<file path="config.mk">
export PLATFORM = sky130hd
export DESIGN_NAME = mask_split_mem
export DESIGN_NICKNAME = d
export VERILOG_FILES = /design/src/rtl/mask_split_pkg.sv /design/src/rtl/ms_rst_sync.sv /design/src/rtl/ms_slice_ctrl.sv /design/src/rtl/ms_slice_ram.sv /design/src/rtl/mask_split_mem.sv
export SDC_FILE = /design/constraint.sdc
export NUM_CORES = 1
export LEC_CHECK = 0
export ABC_AREA = 1
export CAP_MARGIN = 0
export CELL_PAD_IN_SITES_DETAIL_PLACEMENT = 1
export CELL_PAD_IN_SITES_GLOBAL_PLACEMENT = 2
export CORE_UTILIZATION = 42
export CTS_BUF_LIST = sky130_fd_sc_hd__clkbuf_4
export CTS_CLUSTER_DIAMETER = 60
export DETAILED_ROUTE_END_ITERATION = 6
export GPL_TIMING_DRIVEN = 0
export PLACE_DENSITY_LB_ADDON = 0.1
export SLEW_MARGIN = 20
export SYNTH_ARGS = -nofsm -noshare
export SYNTH_HDL_FRONTEND = slang
export SYNTH_SLANG_ARGS = --single-unit
</file>
<file path="constraint.sdc">
create_clock -name clk -period 1.9 [get_ports clk]
set_clock_uncertainty 0.2 [all_clocks]
set_input_delay 0.285 -clock clk [delete_from_list [all_inputs] [get_ports clk]]
set_output_delay 0.285 -clock clk [all_outputs]
set_load 0.1 [all_outputs]
</file>
<file path="src/rtl/mask_split_pkg.sv">
`timescale 1ns/1ps
package mask_split_pkg;
  function automatic int seg_count(input int width, input int gran);
    return width / gran;
  endfunction

  function automatic int addr_bits(input int depth);
    return (depth > 1) ? $clog2(depth) : 1;
  endfunction
endpackage

</file>
<file path="src/rtl/ms_rst_sync.sv">
`timescale 1ns/1ps
module ms_rst_sync (
  input  logic clk,
  input  logic rst_n,
  output logic rst_n_sync
);
  logic [1:0] sync_q;
  logic [1:0] sync_d;

  always_comb sync_d = {sync_q[0], 1'b1};

  always_ff @(posedge clk or negedge rst_n) begin
    if (!rst_n) sync_q <= 2'b00;
    else        sync_q <= sync_d;
  end

  assign rst_n_sync = sync_q[1];
endmodule

</file>
<file path="src/rtl/ms_slice_ctrl.sv">
`timescale 1ns/1ps
module ms_slice_ctrl #(
  parameter int SLICES = 4
) (
  input  logic              acc_en,
  input  logic              wr_mode,
  input  logic [SLICES-1:0] seg_mask,
  output logic [SLICES-1:0] slice_we,
  output logic [SLICES-1:0] slice_re
);
  logic [SLICES-1:0] slice_wmode;

  for (genvar s = 0; s < SLICES; s++) begin : g_gate
    always_comb begin
      slice_wmode[s] = wr_mode & seg_mask[s];
      slice_we[s]    = acc_en & slice_wmode[s];
      slice_re[s]    = acc_en & ~slice_wmode[s];
    end
  end
endmodule

</file>
<file path="src/rtl/ms_slice_ram.sv">
`timescale 1ns/1ps
module ms_slice_ram #(
  parameter int GRAN   = 8,
  parameter int DEPTH  = 16,
  parameter int ADDR_W = 4
) (
  input  logic              clk,
  input  logic              rst_n,
  input  logic              we,
  input  logic              re,
  input  logic [ADDR_W-1:0] addr,
  input  logic [GRAN-1:0]   wdata,
  output logic [GRAN-1:0]   rdata
);
  logic [GRAN-1:0]   store [DEPTH];
  logic [ADDR_W-1:0] raddr_q;
  logic [ADDR_W-1:0] raddr_d;

  always_comb raddr_d = re ? addr : raddr_q;

  always_ff @(posedge clk or negedge rst_n) begin
    if (!rst_n) raddr_q <= '0;
    else        raddr_q <= raddr_d;
  end

  always_ff @(posedge clk) begin
    if (we) store[addr] <= wdata;
  end

  assign rdata = store[raddr_q];
endmodule

</file>
<file path="src/rtl/mask_split_mem.sv">
`timescale 1ns/1ps
module mask_split_mem
  import mask_split_pkg::*;
#(
  parameter int DATA_W = 32,
  parameter int GRAN   = 8,
  parameter int DEPTH  = 16,
  localparam int SLICES = seg_count(DATA_W, GRAN),
  localparam int ADDR_W = addr_bits(DEPTH)
) (
  input  logic              clk,
  input  logic              rst_n,
  input  logic              acc_en,
  input  logic              wr_mode,
  input  logic [ADDR_W-1:0] acc_addr,
  input  logic [SLICES-1:0] seg_mask,
  input  logic [DATA_W-1:0] wr_data,
  output logic [DATA_W-1:0] rd_data
);
  if (DATA_W % GRAN != 0) begin : g_bad_gran
    $error("mask_split_mem: DATA_W must be a multiple of GRAN");
  end

  logic              rst_n_int;
  logic [SLICES-1:0] slice_we;
  logic [SLICES-1:0] slice_re;

  ms_rst_sync u_rst (
    .clk       (clk),
    .rst_n     (rst_n),
    .rst_n_sync(rst_n_int)
  );

  ms_slice_ctrl #(.SLICES(SLICES)) u_ctrl (
    .acc_en  (acc_en),
    .wr_mode (wr_mode),
    .seg_mask(seg_mask),
    .slice_we(slice_we),
    .slice_re(slice_re)
  );

  for (genvar s = 0; s < SLICES; s++) begin : g_slice
    ms_slice_ram #(.GRAN(GRAN), .DEPTH(DEPTH), .ADDR_W(ADDR_W)) u_ram (
      .clk  (clk),
      .rst_n(rst_n_int),
      .we   (slice_we[s]),
      .re   (slice_re[s]),
      .addr (acc_addr),
      .wdata(wr_data[s*GRAN +: GRAN]),
      .rdata(rd_data[s*GRAN +: GRAN])
    );
  end
endmodule

</file>
==> results of run 1 <==
## worst max-delay path, cell delays in order, from the launching register on
cell and delay (ps):
dfrtp_1 450, clkinv_4 110, buf_6 140, buf_8 140, nand2_1 60, nand3_1 120
nand3_1 160, nand3_2 130, nand2_2 130, buf_12 180
## final cells by class
cell class,instances,area [µm²],area share
multi-input cells,1189,6640,0.225
flip-flops and latches,530,15800,0.537
diodes,2,5.00,0.000170
inverters,406,1580,0.0536
clock inverters,38,287,0.00971
plain buffers,98,1120,0.0379
well taps,696,871,0.0295
repair buffers,116,1580,0.0535
clock buffers,211,1580,0.0537
## path summary, 6_finish.rpt
path / to / slack, ps
max in group asynchronous: g_slice[2].u_ram.raddr_q[3] / 850
worst max register to register: g_slice[2].u_ram.raddr_q[0] / 90
worst min register to register: g_slice[0].u_ram.raddr_q[0] / 100
worst max-delay path: rd_data[0] / -1210
worst min-delay path: g_slice[2].u_ram.raddr_q[1] / 80
min in group asynchronous: g_slice[0].u_ram.raddr_q[0] / 100
## power breakdown
part / total [W] / leakage (nW) / switching, W / internal [W]
Sequential: 0.0131 / 4.82 / 0.000119 / 0.0129
Clock: 0.0107 / 1.11 / 0.00492 / 0.00575
Combinational: 0.00643 / 6.55 / 0.00420 / 0.00223
## registers in the layout, indices dropped and copies added (netlist names)
signal	count
g_slice.u_ram.raddr_q	16
g_slice.u_ram.store	512
u_rst.sync_q	2
## kinds of logic after synthesis
family | Yosys count
compound gates | 16
buf+inv | 508
flops | 530
other cells | 1
simple gates | 1172
## per-stage QoR
stage	hold WS (ps)	total power [W]
3_3_place_gp	138	0.0180
5_1_grt	96.6	0.0313
3_5_place_dp	129	0.0180
2_1_floorplan	-211	0.0164
6_report	82.5	0.0302
4_1_cts	0.508	0.0297
## layout by cell type (no fill, tap or decap), drive strengths merged, types with 2 or more instances in the layout
cell | netlist | routed
buf | 98 | 150
bufinv | 0 | 5
clkbuf | 4 | 221
clkdlybuf4s50 | 0 | 41
clkinv | 0 | 31
clkinvlp | 0 | 6
dfrtp | 18 | 18
diode | 0 | 2
dlygate4sd3 | 0 | 13
edfxtp | 512 | 512
inv | 406 | 402
nand2 | 714 | 714
nand3 | 388 | 388
nor2 | 70 | 70
o21ai | 16 | 16
## per-layer routing
metal / vias up / track usage / share of wire
li1: 7804 / - / -
met1: 8426 / 0.319 / 0.41
met2: 381 / 0.456 / 0.52
met3: 146 / 0.0522 / 0.041
met4: 0 / 0.109 / 0.031
met5: - / 0 / 0
## synth_stat cells
cell	count	area share
nand2_1	714	0.12
dfrtp_1	18	0.020
inv_1	398	0.065
nand3_1	384	0.084
edfxtp_1	512	0.67
inv_2	8	0.0013
o21ai_0	16	0.0035
buf_2	70	0.015
nand3_2	4	0.0017
conb_1	1	0.00016
clkbuf_1	4	0.00066
buf_4	24	0.0079
buf_1	4	0.00066
nor2_1	70	0.011
## what timing repair did
| item | CTS | global route |
|---|---|---|
| pin swaps | 52 | 87 |
| gates resized for setup | 568 | 306 |
| setup buffers | 15 | 8 |
| hold endpoints to repair | 210 | 194 |
| gates cloned | 1 | 6 |
| hold buffers | 12 | 3 |
| endpoints found under the setup margin | 183 | 438 |
==> flow_summary.json, run 1 <==
{
  "hold_depth": 5,
  "cts_buffer_depth": 3,
  "initial_utilization": 0.426,
  "clkSinkCount": 530,
  "die_h_um": 235,
  "yosysWarnings": 0,
  "grt_pass1_vias": 17900,
  "violations": "setup timing",
  "crit_path_start_kind": "flip-flop",
  "cts_made_buffers": 144,
  "place_inst": 2996,
  "synth_top_family_by_area": "simple AND/OR/NAND/NOR gates",
  "worstMarginPinSlew_ps": 931,
  "synthAdderAreaFrac": 0,
  "drt_wl_total_mm": 72.7,
  "finalMaxSlewViolations": 0,
  "io_pins": 76,
  "drt-pass1-iter-count": 5,
  "syn_area_um2": 22900,
  "path_max_fanout": 10,
  "num_rows": 85,
  "worstSetupStartpoint": "g_slice[0].u_ram.raddr_q[0]",
  "layout-drive-gt1-share": 0.288,
  "grt_max_degree": 17,
  "rr_worst_depth": 5,
  "yosysSeqAreaShare": 0.691,
  "finalNetCount": 2529,
  "fin_tns_setup_ps": -50730,
  "critPathKind": "reg -> out",
  "antenna_found_initial": 1,
  "timing.final.crit_period_ps": 3110,
  "muxShareOfSynthArea": 0,
  "dpl.hpwl_mm": 46.5,
  "fmaxAchievable_mhz": 321,
  "worst_slack_ps": -1210,
  "crit_path_end_kind": "output pin",
  "hp-class": "in -> reg",
  "slew_headroom": 0.377,
  "hp-start": "seg_mask[2]",
  "outcome": "finished with violations",
  "cts_tree": "built",
  "synth_xor_area_frac": 0,
  "route.vias.total": 16800,
  "area_delta_synth_final_pct": 28.8,
  "pre_cts_ws_ps": -1280,
  "finalHoldViolCount": 0,
  "placed_cell_area_um2": 24600,
  "p_leak_nw": 12.5,
  "final_cells": 3286,
  "die_x_um": 235,
  "place.gp.congestion": 0.821,
  "avgRoutedWirePerCell_um": 22.1,
  "timing.rr.start": "g_slice[2].u_ram.raddr_q[0]",
  "power_density_nw_per_um2": 1020,
  "cp.arrival_ps": 2630,
  "clk_latency_ps": 980,
  "grt.overflow.total": 0,
  "place.port_buffers": 73,
  "synthCells": 2227,
  "peakVddDrop_mv": 0.703,
  "core_area_um2": 53800,
  "clkTransAtPathRegs_ps": 70,
  "synth_cell_types": 14,
  "syn_area_per_cell_um2": 10.3,
  "initialDrtViolationCount": 814,
  "syn_nets": 2271,
  "period_share": 1.64,
  "ys_ff_latch": 530,
  "cts-root-buf": "clkbuf_4",
  "ant_nets": 0,
  "required_ps": 1410,
  "nFillCells": 5776,
  "remaining_drc_errors": 0,
  "setup_viol_count_final": 213,
  "cts_max_level": 4,
  "post_drt_via_cell_ratio": 5.10,
  "maxCapViolations": 0,
  "synth_compound_area_frac": 0.00350,
  "grt_setup_unrepaired": "true",
  "grt_usage": 0.263,
  "design_area_um2": 29500,
  "synth-simple-area-share": 0.214,
  "fin_util": 0.548,
  "dieArea_um2": 55500,
  "grt_pass1_wl_mm": 106
}
Note: power is estimated with default switching activity, not from simulation.
==> inputs of run 2 (changes only) <==
Settings changed: CORE_UTILIZATION 42 to 45.
Clock period 1.9 ns to 3.9 ns, I/O delays scaled along.
==> run 2 against run 1 <==
- the run now ends clean
- register-to-register slack gained 2200 ps
- clock power shrank 53%
- cell area shrank 11%
- final cell count shrank 1.8%
- sequential cell count is the same
- sequential share of layout area grew 6.7 points
- core utilization shrank 2.6 points
- global-route usage grew 0.83 points
- first-iteration DRC count grew 18%
- wire length shrank 6.7%
- sequential power shrank 52%
- power shrank 55%
- critical endpoint is now rd_data[5]
- largest power group unchanged
- highest routed layer unchanged
==> flow_summary.json, run 2 (same netlist as run 1, synthesis figures left out) <==
{
  "cts_made_buffers": 142,
  "place.gp.congestion": 0.867,
  "whs_ps": 106,
  "die_x_um": 228,
  "worstMarginPinSlew_ps": 1010,
  "pre_cts_ws_ps": 434,
  "p_sw_w": 0.00409,
  "grt_usage": 0.271,
  "finalMaxSlewViolations": 0,
  "outcome": "finished clean",
  "grt_pass1_wl_mm": 100,
  "avgRoutedWirePerCell_um": 21.0,
  "dpl.hpwl_mm": 44.9,
  "die_h_um": 228,
  "area_delta_synth_final_pct": 14.5,
  "pwr-share-comb": 0.164,
  "setup_viol_count_final": 0,
  "timing.final.crit_period_ps": 3740,
  "required_ps": 3120,
  "cts_max_level": 4,
  "num_rows": 82,
  "ant_nets": 0,
  "clkSinkCount": 530,
  "grt.overflow.total": 0,
  "layout-drive-gt1-share": 0.143,
  "slew_headroom": 0.327,
  "route.vias.total": 16400,
  "grt_pass1_vias": 17300,
  "placed_cell_area_um2": 24500,
  "maxCapViolations": 0,
  "initialDrtViolationCount": 959,
  "period_share": 0.959,
  "fmaxAchievable_mhz": 267,
  "finalPower_w": 0.0136,
  "critPathKind": "reg -> out",
  "swShare": 0.301,
  "worst_slack_ps": 160,
  "cts_buffer_depth": 3,
  "dieArea_um2": 51800,
  "drt-pass1-iter-count": 6,
  "antenna_found_initial": 1,
  "design_area_um2": 26200,
  "hp-class": "in -> async",
  "core_area_um2": 50200,
  "mostFrequentLayoutCells": "714 x nand2_1, 512 x edfxtp_1, 398 x inv_1",
  "finalHoldViolCount": 0,
  "place.port_buffers": 73,
  "p_int_w": 0.00950,
  "drt_wl_total_mm": 67.8,
  "grt_max_degree": 17,
  "final_common_cell": "nand2_1",
  "clk_latency_ps": 990,
  "p_leak_nw": 11.4,
  "pwr-share-clk": 0.371,
  "path_max_fanout": 10,
  "initial_utilization": 0.456,
  "io_pins": 76,
  "remaining_drc_errors": 0,
  "peakVddDrop_mv": 0.305,
  "clkTransAtPathRegs_ps": 60,
  "fin_tns_setup_ps": 0,
  "power_density_nw_per_um2": 519,
  "grt_setup_unrepaired": "false",
  "p_seq_frac": 0.465,
  "crit_path_start_kind": "flip-flop",
  "largestRegisters": "g_slice.u_ram.store: 512 flops, g_slice.u_ram.raddr_q: 16 flops, u_rst.sync_q: 2 flops",
  "cts-root-buf": "clkbuf_4",
  "top_register": "g_slice.u_ram.store",
  "cts_tree": "built",
  "largest_reg_flops": 512,
  "crit_path_end_kind": "output pin",
  "cp.arrival_ps": 2960,
  "finalNetCount": 2492,
  "post_drt_via_cell_ratio": 5.08
}
==> run 2: what timing repair did <==
action                                  4_1_cts  5_1_grt
resized for setup                           112       48
endpoints found under the setup margin       32       28
hold buffers                                  4        0
endpoints found under the hold margin        18        0
setup buffers                                 0        0
==> run 2: worst max-delay path, cell delays in order (launching register included) <==
cell             delay, ps
dfrtp_1                350
buf_2                  170
inv_2                  120
buf_2                  240
nand3_1                160
nand3_1                120
nand3_1                130
nand2_1                140
clkdlybuf4s18_2        550
==> run 2: layout make-up <==
| class | count | area [µm²] |
|---|---|---|
| timing repair buffer | 77 | 639 |
| fill | 5629 | 24000 |
| inverter | 406 | 1520 |
| buffer | 102 | 563 |
| multi-input combinational | 1189 | 4990 |
| clock buffer | 217 | 1630 |
| sequential | 530 | 15800 |
| antenna | 1 | 2.50 |
| clock inverter | 32 | 201 |
| tap | 672 | 841 |
==> run 2: worst paths after layout <==
check	slack (ps)	startpoint	to	cells after the start
hold / removal	110	rst_n	u_rst.sync_q[1]	2
hold reg to reg	150	u_rst.sync_q[1]	g_slice[3].u_ram.raddr_q[3]	0
max in group asynchronous	2850	u_rst.sync_q[1]	g_slice[2].u_ram.raddr_q[0]	0
setup / recovery	160	g_slice[0].u_ram.raddr_q[1]	rd_data[5]	8
min in group clk	150	u_rst.sync_q[0]	u_rst.sync_q[1]	0
setup reg to reg	2310	g_slice[2].u_ram.raddr_q[2]	g_slice[2].u_ram.raddr_q[2]	4
==> run 2: power groups by stage <==
| stage | Sequential (W) | Clock (W) | Combinational [W] |
|---|---|---|---|
| 2_1_floorplan | 0.00643 | 0 | 0.00149 |
| 3_3_place_gp | 0.00644 | 0 | 0.00226 |
| 5_1_grt | 0.00632 | 0.00541 | 0.00237 |
| 3_5_place_dp | 0.00644 | 0 | 0.00230 |
| 4_1_cts | 0.00632 | 0.00515 | 0.00227 |
| 6_report | 0.00632 | 0.00505 | 0.00223 |
==> run 2: per-layer routing <==
metal | wire length, µm | part of all wire | track usage
met1 | 28200 | 0.42 | 0.329
met2 | 34300 | 0.51 | 0.474
met3 | 3560 | 0.052 | 0.0596
met4 | 1710 | 0.025 | 0.0972
met5 | 0 | 0 | 0
==> run 2: stage by stage <==
step                std cells  utilization
global route             3226        0.522
floorplan                2227            -
detailed placement       2972        0.488
finish                   3226        0.522
CTS                      3225        0.525
global placement         2972        0.488
